[config.mk]
export PLATFORM = sky130hd
export DESIGN_NAME = sdram_init_seq
export DESIGN_NICKNAME = d
export VERILOG_FILES = /design/src/rtl/sdram_init_pkg.sv /design/src/rtl/sdram_timing_sel.sv /design/src/rtl/sdram_step_decode.sv /design/src/rtl/sdram_step_timer.sv /design/src/rtl/sdram_init_seq.sv
export SDC_FILE = /design/constraint.sdc
export NUM_CORES = 1
export LEC_CHECK = 0
export BUFFER_PORTS_ARGS = -buffer_cell sky130_fd_sc_hd__buf_4
export CAP_MARGIN = 40
export CORE_UTILIZATION = 36
export CTS_CLUSTER_SIZE = 14
export DETAILED_ROUTE_END_ITERATION = 8
export SYNTH_ARGS = -nofsm -noshare
export SYNTH_HDL_FRONTEND = slang
export SYNTH_HIERARCHICAL = 1
export SYNTH_SLANG_ARGS = --single-unit
export TNS_END_PERCENT = 10
[constraint.sdc]
create_clock -name clk_i -period 5.65 [get_ports clk_i]
set_input_delay 1.13 -clock clk_i [delete_from_list [all_inputs] [get_ports clk_i]]
set_output_delay 1.13 -clock clk_i [all_outputs]
set_load 0.005 [all_outputs]
[src/rtl/sdram_init_pkg.sv]
package sdram_init_pkg;
  typedef enum logic [2:0] {
    CMD_NOP  = 3'd0,
    CMD_PRE  = 3'd1,
    CMD_EMRS = 3'd2,
    CMD_MRS  = 3'd3,
    CMD_REF  = 3'd4
  } cmd_e;

  typedef enum logic [2:0] {
    ST_IDLE,
    ST_ISSUE,
    ST_WAIT,
    ST_DONE,
    ST_ERR
  } state_e;

  // field order sets tcfg bit layout, MSB first
  typedef struct packed {
    logic [1:0] wr;
    logic [2:0] act;
    logic [1:0] pre;
    logic [2:0] rfc;
    logic [3:0] bank;
  } timing_t;

  localparam int unsigned NUM_STEPS = 7;
endpackage

[src/rtl/sdram_timing_sel.sv]
module sdram_timing_sel
  import sdram_init_pkg::*;
#(
  parameter int unsigned MHZ_W   = 9,
  parameter int unsigned DIV_W   = 12,
  parameter int unsigned LO_MHZ  = 100,
  parameter int unsigned MID_MHZ = 133
) (
  input  logic [MHZ_W-1:0] mhz_i,
  output timing_t          timing_o,
  output logic [DIV_W-1:0] div_o
);
  localparam int unsigned PROD_W = MHZ_W + 7;

  logic [PROD_W-1:0] prod;

  // 7.8125 us interval = mhz * 125 / 16
  assign prod  = PROD_W'(mhz_i) * PROD_W'(125);
  assign div_o = DIV_W'(prod >> 4);

  always_comb begin
    if (mhz_i <= MHZ_W'(LO_MHZ)) begin
      timing_o = '{wr: 2'd2, act: 3'd5, pre: 2'd2, rfc: 3'd4, bank: 4'd7};
    end else if (mhz_i <= MHZ_W'(MID_MHZ)) begin
      timing_o = '{wr: 2'd2, act: 3'd6, pre: 2'd3, rfc: 3'd5, bank: 4'd9};
    end else begin
      timing_o = '{wr: 2'd3, act: 3'd7, pre: 2'd3, rfc: 3'd6, bank: 4'd10};
    end
  end
endmodule

[src/rtl/sdram_step_decode.sv]
module sdram_step_decode
  import sdram_init_pkg::*;
#(
  parameter int unsigned MODE_W = 14,
  parameter int unsigned STEP_W = 3
) (
  input  logic [STEP_W-1:0] step_i,
  input  logic              fast_i,
  input  logic [1:0]        pre_i,
  input  logic [1:0]        wr_i,
  input  logic [3:0]        bank_i,
  output cmd_e              cmd_o,
  output logic [MODE_W-1:0] mode_o,
  output logic [3:0]        wait_o
);
  localparam logic [MODE_W-1:0] ALL_BANKS = MODE_W'(14'h400);
  localparam logic [MODE_W-1:0] MRS_DLLR  = MODE_W'(14'h161);
  localparam logic [MODE_W-1:0] MRS_FAST  = MODE_W'(14'h061);
  localparam logic [MODE_W-1:0] MRS_SLOW  = MODE_W'(14'h021);

  always_comb begin
    cmd_o  = CMD_NOP;
    mode_o = '0;
    wait_o = 4'd1;
    case (step_i)
      STEP_W'(0), STEP_W'(3): begin
        cmd_o  = CMD_PRE;
        mode_o = ALL_BANKS;
        wait_o = {2'b00, pre_i};
      end
      STEP_W'(1): begin
        cmd_o  = CMD_EMRS;
        mode_o = fast_i ? '0 : MODE_W'(1);
        wait_o = {2'b00, wr_i};
      end
      STEP_W'(2): begin
        cmd_o  = CMD_MRS;
        mode_o = fast_i ? MRS_DLLR : MRS_SLOW;
        wait_o = {2'b00, wr_i};
      end
      STEP_W'(4), STEP_W'(5): begin
        cmd_o  = CMD_REF;
        mode_o = '0;
        wait_o = bank_i;
      end
      STEP_W'(6): begin
        cmd_o  = CMD_MRS;
        mode_o = fast_i ? MRS_FAST : MRS_SLOW;
        wait_o = {2'b00, wr_i};
      end
      default: ;
    endcase
  end
endmodule

[src/rtl/sdram_step_timer.sv]
module sdram_step_timer #(
  parameter int unsigned TOUT_CYC = 64,
  parameter int unsigned MIN_W    = 4,
  localparam int unsigned TOUT_W  = (TOUT_CYC > 1) ? $clog2(TOUT_CYC) : 1
) (
  input  logic             clk_i,
  input  logic             rst_ni,
  input  logic             load_i,
  input  logic [MIN_W-1:0] min_i,
  input  logic             active_i,
  input  logic             hold_i,
  output logic             ok_o,
  output logic             expire_o
);
  logic [MIN_W-1:0]  min_q;
  logic [TOUT_W-1:0] tout_q;

  assign ok_o     = active_i && (min_q == '0) && !hold_i;
  assign expire_o = active_i && !ok_o && (tout_q == TOUT_W'(TOUT_CYC - 1));

  always_ff @(posedge clk_i or negedge rst_ni) begin
    if (!rst_ni) begin
      min_q  <= '0;
      tout_q <= '0;
    end else if (load_i) begin
      min_q  <= (min_i == '0) ? '0 : min_i - MIN_W'(1);
      tout_q <= '0;
    end else if (active_i) begin
      if (min_q != '0) min_q <= min_q - MIN_W'(1);
      if (!ok_o && !expire_o) tout_q <= tout_q + TOUT_W'(1);
    end
  end
endmodule

[src/rtl/sdram_init_seq.sv]
module sdram_init_seq
  import sdram_init_pkg::*;
#(
  parameter int unsigned MHZ_W    = 9,
  parameter int unsigned DIV_W    = 12,
  parameter int unsigned MODE_W   = 14,
  parameter int unsigned TOUT_CYC = 64,
  localparam int unsigned STEP_W  = $clog2(NUM_STEPS),
  localparam int unsigned TCFG_W  = $bits(timing_t)
) (
  input  logic              clk_i,
  input  logic              rst_ni,
  input  logic              start_i,
  input  logic              fast_i,
  input  logic [MHZ_W-1:0]  clk_mhz_i,
  input  logic              phy_busy_i,
  output logic [2:0]        cmd_o,
  output logic              cmd_valid_o,
  output logic [MODE_W-1:0] mode_val_o,
  output logic [TCFG_W-1:0] tcfg_o,
  output logic              refresh_en_o,
  output logic [DIV_W-1:0]  refresh_div_o,
  output logic              busy_o,
  output logic              done_o,
  output logic              error_o
);
  localparam logic [STEP_W-1:0] LAST_STEP = STEP_W'(NUM_STEPS - 1);

  state_e            state_q;
  logic [STEP_W-1:0] step_q;
  logic              fast_q;
  logic [MHZ_W-1:0]  mhz_q;
  logic              ren_q;

  timing_t           timing;
  cmd_e              step_cmd;
  logic [MODE_W-1:0] step_mode;
  logic [3:0]        step_wait;
  logic              step_ok;
  logic              step_expire;
  logic              can_start;

  sdram_timing_sel #(
    .MHZ_W (MHZ_W),
    .DIV_W (DIV_W)
  ) u_tsel (
    .mhz_i    (mhz_q),
    .timing_o (timing),
    .div_o    (refresh_div_o)
  );

  sdram_step_decode #(
    .MODE_W (MODE_W),
    .STEP_W (STEP_W)
  ) u_dec (
    .step_i (step_q),
    .fast_i (fast_q),
    .pre_i  (timing.pre),
    .wr_i   (timing.wr),
    .bank_i (timing.bank),
    .cmd_o  (step_cmd),
    .mode_o (step_mode),
    .wait_o (step_wait)
  );

  sdram_step_timer #(
    .TOUT_CYC (TOUT_CYC),
    .MIN_W    (4)
  ) u_tmr (
    .clk_i    (clk_i),
    .rst_ni   (rst_ni),
    .load_i   (state_q == ST_ISSUE),
    .min_i    (step_wait),
    .active_i (state_q == ST_WAIT),
    .hold_i   (phy_busy_i),
    .ok_o     (step_ok),
    .expire_o (step_expire)
  );

  assign can_start = (state_q == ST_IDLE) || (state_q == ST_DONE) || (state_q == ST_ERR);

  always_ff @(posedge clk_i or negedge rst_ni) begin
    if (!rst_ni) begin
      state_q <= ST_IDLE;
      step_q  <= '0;
      fast_q  <= 1'b0;
      mhz_q   <= '0;
      ren_q   <= 1'b0;
    end else begin
      case (state_q)
        ST_ISSUE: state_q <= ST_WAIT;
        ST_WAIT: begin
          if (step_ok) begin
            if (step_q == LAST_STEP) begin
              state_q <= ST_DONE;
              ren_q   <= 1'b1;
            end else begin
              step_q  <= step_q + STEP_W'(1);
              state_q <= ST_ISSUE;
            end
          end else if (step_expire) begin
            state_q <= ST_ERR;
          end
        end
        default: begin
          if (start_i && can_start) begin
            state_q <= ST_ISSUE;
            step_q  <= '0;
            fast_q  <= fast_i;
            mhz_q   <= clk_mhz_i;
            ren_q   <= 1'b0;
          end
        end
      endcase
    end
  end

  assign cmd_valid_o  = (state_q == ST_ISSUE);
  assign cmd_o        = cmd_valid_o ? step_cmd : CMD_NOP;
  assign mode_val_o   = cmd_valid_o ? step_mode : '0;
  assign tcfg_o       = timing;
  assign refresh_en_o = ren_q;
  assign busy_o       = (state_q == ST_ISSUE) || (state_q == ST_WAIT);
  assign done_o       = (state_q == ST_DONE);
  assign error_o      = (state_q == ST_ERR);
endmodule

==> results of run 1 <==
==> per-layer routing <==
metal,track usage (%),up-vias
met1,19.21,1355
met4,5.060,0
li1,-,1435
met2,24.01,57
met3,1.175,7
met5,0,-
==> worst min path at each step <==
stage	start	end	slack (ps)	cells after the start
2_1_floorplan	fast_q	fast_q	510	1
3_3_place_gp	refresh_en_o	refresh_en_o	540	2
3_5_place_dp	fast_q	fast_q	540	1
4_1_cts	refresh_en_o	refresh_en_o	560	2
5_1_grt	refresh_en_o	refresh_en_o	590	2
6_report	refresh_en_o	refresh_en_o	550	2
==> per-stage QoR <==
step	hold WS, ps	instance area, sq um	setup slack (ps)	std cells	utilization (%)
global placement	535.6	4250	521.2	572	40.99
floorplan	513.0	3900	777.2	412	-
detailed placement	539.1	4263	463.9	574	41.11
CTS	556.0	4312	111.3	578	41.58
global route	586.1	4348	5.158	581	41.93
finish	552.1	4348	196.9	581	41.93
==> synthesized netlist by cell type, types with 3 or more instances <==
library cell  instances
and2_1               21
a21o_1                6
and3_1                4
nor3_1                6
nand3_1               7
buf_2                 5
mux2_2                3
buf_4                17
a21oi_1              13
nor2_1               14
mux2i_1               4
ha_1                 59
nor2b_1               8
xor2_1                6
xnor2_1               8
mux2_1                4
nand2_1              10
inv_1                47
o21ai_1               4
dfrtp_1              27
a31oi_1               7
mux2_4                7
nor3b_1               6
fa_1                 25
nand2b_1              7
o21ai_0              13
o22ai_1               3
==> final cells by class <==
type                            count  area (sq um)  share of cell area [%]
Tap cell                          136         170.2                   3.914
Clock buffer                        3         41.29                  0.9496
Inverter                           48         187.7                   4.317
Sequential cell                    27         681.9                   15.68
Clock inverter                      1         7.507                  0.1727
Multi-Input combinational cell    310          2841                   65.35
Timing Repair Buffer               56         417.9                   9.612
==> cell usage in the layout (no fill, tap or decap), drive strengths merged, types with 3 or more instances in the layout <==
cell type  instances
ha                59
buf               56
inv               46
dfrtp             27
fa                25
and2              21
o21ai             17
nor2              15
a21oi             14
mux2              14
conb              13
nand2             11
nor2b              8
xnor2              8
nand2b             8
nand3              7
a31oi              7
nor3               7
a21o               6
xor2               6
nor3b              6
and3               5
mux2i              4
o22ai              3
clkbuf             3
clkinvlp           3
and3b              3
a311oi             3
==> what timing repair did <==
action,4_1_cts,5_1_grt
endpoints found under the setup margin,0,3
buffers inserted,0,3
resized for setup,0,8
==> sequential cells by signal (all words and copies together), names as in the netlist <==
name and cells:
step_q 3, state_q 3, refresh_en_o 1, u_tmr/min_q 4
mhz_q 9, fast_q 1, u_tmr/tout_q 6
==> critical path: stages (launching register included) <==
cell and delay (ps):
dfrtp_2 480, fa_1 560, inv_1 60, fa_1 530
fa_1 460, fa_1 520, inv_1 40, ha_1 360
a21o_1 240, nor2_2 100, a21oi_2 90, o41ai_2 310
xnor2_1 160, buf_4 130
==> kinds of logic (layout without fill, tap and decap cells) <==
family,Yosys count,count (layout),synth area share [%]
AO/OA/AOI/OAI,73,73,13.59
adder cells (fa/ha/maj),84,84,32.10
buffers and inverters,75,108,10.05
XOR/XNOR,14,14,3.178
multiplexers,18,18,5.804
flip-flops,27,27,17.51
other,2,13,0.1946
AND/OR/NAND/NOR,108,108,17.58
==> results by group, run 1 <==
Status
  • Status: finished clean

Worst setup path
  • WP data required: 4520 ps
  • CP max FO: 6
  • Critical path startpoint: mhz_q[1]
  • Crit path DAT: 4320 ps
  • CP Class: reg -> out
  • Crit path capture type: output pin
  • R2R setup slack: 2450 ps
  • Reg2reg start: mhz_q[3]
  • R2R Path End: u_tmr/min_q[3]
  • Worst Setup EP: refresh_div_o[9]
  • Startpoint Class: flip-flop
  • Worst r2r path cells: 14

Floorplanning
  • Die height: 105.5 microns
  • DIE WIDTH: 105.5 microns
  • Total I/O pin count: 62
  • Die area: 11,140 sq um
  • Row count: 37
  • Initial Util: 37.21%
  • Core area: 10,370 sq um

Placement
  • RePlAce Congestion: 0.8233
  • Count of buffers from port buffering: 48
  • Final HPWL DP: between 6000 and 7000 microns

Synth
  • Gate Count Post-Synth: 401
  • FFs w/ async S/R, synth: 100.0%
  • Synth Flop Type: dfrtp_1
  • Synth area leaders: ha_1 19%, dfrtp_1 18%, fa_1 13%
  • Warnings, synthesis: 6
  • Syn avg cell area: slightly below 10 sq um
  • Synthesis-stage register bit count: 27
  • Unique masters post-synth: 79
  • Area fraction of the dominant cell type after synthesis: 19.13%
  • Seq/Total Area, Yosys: between 10% and 20%
  • Cell Area, Synth: 3859 sq um
  • EDFF count, synth: 0
  • Largest area contributor in the netlist: ha_1

Clock network
  • Clock-pin slew on the worst setup and hold paths: 100 ps
  • CTS buffer count: 3
  • CTS tree: yes
  • Clk sinks: 27
  • Cts hold-fix bufs: 0
  • Root buffer cell: clkbuf_8
  • H-Tree Depth: 1
  • Clk buf depth: 2
  • Clk_lat worst skew: around 300 ps

Global routing
  • Global-route wire length before repair: between 10,000 and 15,000 microns
  • Initial antenna violation count: 0
  • GRT Total Usage: about 14%
  • Largest net degree at the start of global routing: 28
  • Vias in the first global route: approximately 2,800
  • Grt ovf: 0

Timing
  • Setup TNS: 0 ps
  • RSZ-0062 raised after global routing: false
  • Final Hold Fails: 0
  • Max frequency: 183.4 MHz
  • Pins Over Slew Limit: 0
  • Slew @ Worst Pin: 616.8 ps
  • Max-slew headroom: 58.79%
  • Final Setup Violations: 0
  • Clock Skews: 9.283 ps
  • Final Cycle Share: a little over nine tenths
  • Tmin final: between 5000 and 6000 ps

Cells and area
  • Area Growth Syn to Fin: 12.68%
  • Final net count: around 540
  • # diodes: 0
  • Layout cell share with drive strength beyond 1: 21.80%
  • Fillers: 1,059

Route
  • Post-route DRC: 0
  • DRT Pass-1 Iters: 4
  • Met1 WL: 3586 microns
  • Final ANT Viol Nets: 0
  • Initial detailed-routing violation count: 109
  • Metal3 WL: 223 microns
  • Highest metal used: met4
  • Drt wl/cell: 12.87 microns
  • Total Wirelength: 7476 microns
  • DR vias: around 2,900
  • Vias per cell: 4.912
  • DR WL met2: 3541 microns

Flow run
  • Maximum capacitance violations: 0

Hold path
  • Worst min-delay path category: reg -> reg
Power of run 1 is left out: the tool's default activity adds up to more than one toggle a clock period on the data nets, which glitch-free logic cannot reach.
==> inputs of run 2 (changes only) <==
--- a/config.mk
+++ b/config.mk
@@ -10,6 +10,7 @@
 export CORE_UTILIZATION = 36
 export CTS_CLUSTER_SIZE = 14
 export DETAILED_ROUTE_END_ITERATION = 8
+export PLACE_DENSITY = 0.56
 export SYNTH_ARGS = -nofsm -noshare
 export SYNTH_HDL_FRONTEND = slang
 export SYNTH_HIERARCHICAL = 1
==> run 2 against run 1 <==
  * Design area is 0.75% lower
  * Via count is 1.2% lower
  * Register-to-register slack hardly changed
  * First-iteration DRC count is 4.6% lower
  * Clock skew is 5.2 ps higher
  * Sequential cell count stayed put
  * Die area stayed put
  * Count of clock-buffer cells in the layout stayed put
  * Critical path depth stayed put
  * Critical path type unchanged
  * Largest cell class unchanged
==> results by group, run 2 (synthesized netlist as in run 1, its figures left out) <==
Status
  • Status: finished clean

Route
  • DR WL met2: 3494 microns (-1.3%)
  • Highest metal used: met4
  • DR vias: 2,820 (-1.2%)
  • Initial detailed-routing violation count: 104 (-4.6%)
  • DRT Pass-1 Iters: 4 (unchanged)
  • Post-route DRC: 0 (unchanged)
  • Metal3 WL: 259 microns (+16%)
  • Total Wirelength: 7467 microns (-0.12%)
  • Vias per cell: 4.879 (-0.68%)
  • Drt wl/cell: 12.92 microns (+0.40%)
  • Met1 WL: 3644 microns (+1.6%)
  • Final ANT Viol Nets: 0 (unchanged)

Timing
  • Final Cycle Share: 96.10% (-0.41 points)
  • Final Hold Fails: 0 (unchanged)
  • Setup TNS: 0 ps (unchanged)
  • Max-slew headroom: 62.81% (+4.0 points)
  • Final Setup Violations: 0 (unchanged)
  • Slew @ Worst Pin: 550.8 ps (-65.99 ps)
  • RSZ-0062 raised after global routing: false
  • Clock Skews: 14.47 ps (+5.192 ps)
  • Max frequency: 184.2 MHz (+0.43%)
  • Hold Slack: 563.7 ps (+11.67 ps)
  • Tmin final: 5430 ps (-23.25 ps)
  • Pins Over Slew Limit: 0 (unchanged)

Worst setup path
  • CP top delay family: adder cells
  • CP Class: reg -> out
  • Crit path capture type: output pin
  • CP max FO: 7 (+1)
  • Worst path bufs/invs: 3 (unchanged)
  • Slowest stage delay, CP: 550 ps (about the same)
  • Crit path depth: 13 (unchanged)
  • Startpoint Class: flip-flop
  • WP data required: 4520 ps (about the same)
  • Critical Path, Cell by Cell: fa_1, inv_1, fa_1, fa_1, fa_1, inv_1, ha_1, a21o_1, nor2_2, a21oi_2, o41ai_2, xnor2_1, buf_4
  • CP most frequent cell: fa_1
  • Worst path slowest cell: fa_1
  • R2R setup slack: 2450 ps (about the same)
  • Worst r2r path cells: 13 (-1)
  • Crit path DAT: 4300 ps (-20 ps)
  • R2R Path End: u_tmr/min_q[3]
  • Reg2reg start: mhz_q[1]

Floorplanning
  • Core area: 10,370 sq um (unchanged)
  • Die height: 105.5 microns (unchanged)
  • Initial Util: 37.21% (unchanged)
  • Row count: 37 (unchanged)
  • DIE WIDTH: 105.5 microns (unchanged)
  • Total I/O pin count: 62 (unchanged)
  • Die area: 11,140 sq um (unchanged)

Placement
  • Final HPWL DP: 6052 microns (+0.48%)
  • Count of buffers from port buffering: 48 (unchanged)
  • Dpl cells: 574 (unchanged)
  • RePlAce Congestion: 0.7656 (-7.0%)

Global routing
  • Largest net degree at the start of global routing: 28 (unchanged)
  • GRT Total Usage: 14.35% (+0.068 points)
  • Global-route wire length before repair: 13,340 microns (+2.7%)
  • Initial antenna violation count: 0 (unchanged)
  • Grt ovf: 0 (unchanged)
  • Vias in the first global route: 2,838 (+2.6%)

Clock network
  • Clk sinks: 27 (unchanged)
  • Clock-pin slew on the worst setup and hold paths: 100 ps (about the same)
  • Clk buf depth: 2 (unchanged)
  • CTS buffer count: 3 (unchanged)
  • H-Tree Depth: 1 (unchanged)
  • CTS tree: yes
  • Setup repair bufs after CTS: 0 (unchanged)
  • Cts hold-fix bufs: 0 (unchanged)
  • Clk_lat worst skew: 280 ps (-20 ps)
  • Root buffer cell: clkbuf_8

Cells and area
  • Number of flip-flops in the largest register: 9 (unchanged)
  • Multi-input logic area: 2841 sq um (unchanged)
  • Final net count: 541 (-0.55%)
  • Area Growth Syn to Fin: 11.84%
  • Fillers: 1,045 (-1.3%)
  • Final non-filler cell total: 578 (-0.52%)
  • Area of all sequential standard cells: 679.4 sq um (-0.37%)
  • Layout cell share with drive strength beyond 1: 20.36% (-1.4 points)
  • Top reg by flops: mhz_q
  • Most frequent cells in the layout: 59 x ha_1, 52 x buf_4, 46 x inv_1
  • # diodes: 0 (unchanged)
  • Largest regs: mhz_q x9, u_tmr/tout_q x6, u_tmr/min_q x4
  • Commonest non-fill, non-tap cell in the layout: ha_1
  • Final Util: 41.61% (-0.31 points)

Hold path
  • HP Start: refresh_en_o
  • Worst min-delay path category: reg -> reg
  • Hold Path Sink: refresh_en_o
  • WHS Path Cells: 2 (unchanged)

Flow run
  • Maximum capacitance violations: 0 (unchanged)
==> run 2: worst max path at each step <==
stage,from,end
2_1_floorplan,mhz_q[1],refresh_div_o[9]
3_3_place_gp,mhz_q[2],refresh_div_o[9]
3_5_place_dp,mhz_q[1],refresh_div_o[9]
4_1_cts,mhz_q[1],refresh_div_o[9]
5_1_grt,mhz_q[1],refresh_div_o[9]
6_report,mhz_q[1],refresh_div_o[9]
==> run 2: tightest hold or removal path, stage by stage, from the launching register on <==
cell and delay, ps:
dfrtp_1 400, inv_1 50, o22ai_1 70
==> run 2: through the flow <==
stage / setup WS, ps / area, sq um
6_report: 220.2 / 4315
5_1_grt: 4.843 / 4315
4_1_cts: 146.0 / 4312
3_5_place_dp: 483.5 / 4263
3_3_place_gp: 515.4 / 4250
2_1_floorplan: 777.2 / 3900
==> run 2: timing repair <==
item,in CTS,in global routing
hold endpoints to repair,0,0
endpoints found under the setup margin,0,2
gates resized for setup,0,4
==> run 2: final cells by class <==
class | count | area share, %
repair buffers | 53 | 9.162
flip-flops and latches | 27 | 15.74
clock inverters | 1 | 0.1740
multi-input cells | 310 | 65.85
clock buffers | 3 | 0.9568
inverters | 48 | 4.175
well taps | 136 | 3.943
==> run 2: routing by layer <==
metal | vias up | track usage, %
li1 | 1428 | -
met1 | 1332 | 19.49
met2 | 56 | 24.62
met3 | 4 | 1.670
met4 | 0 | 2.778
met5 | - | 0
Power of run 2 is left out for the same reason.
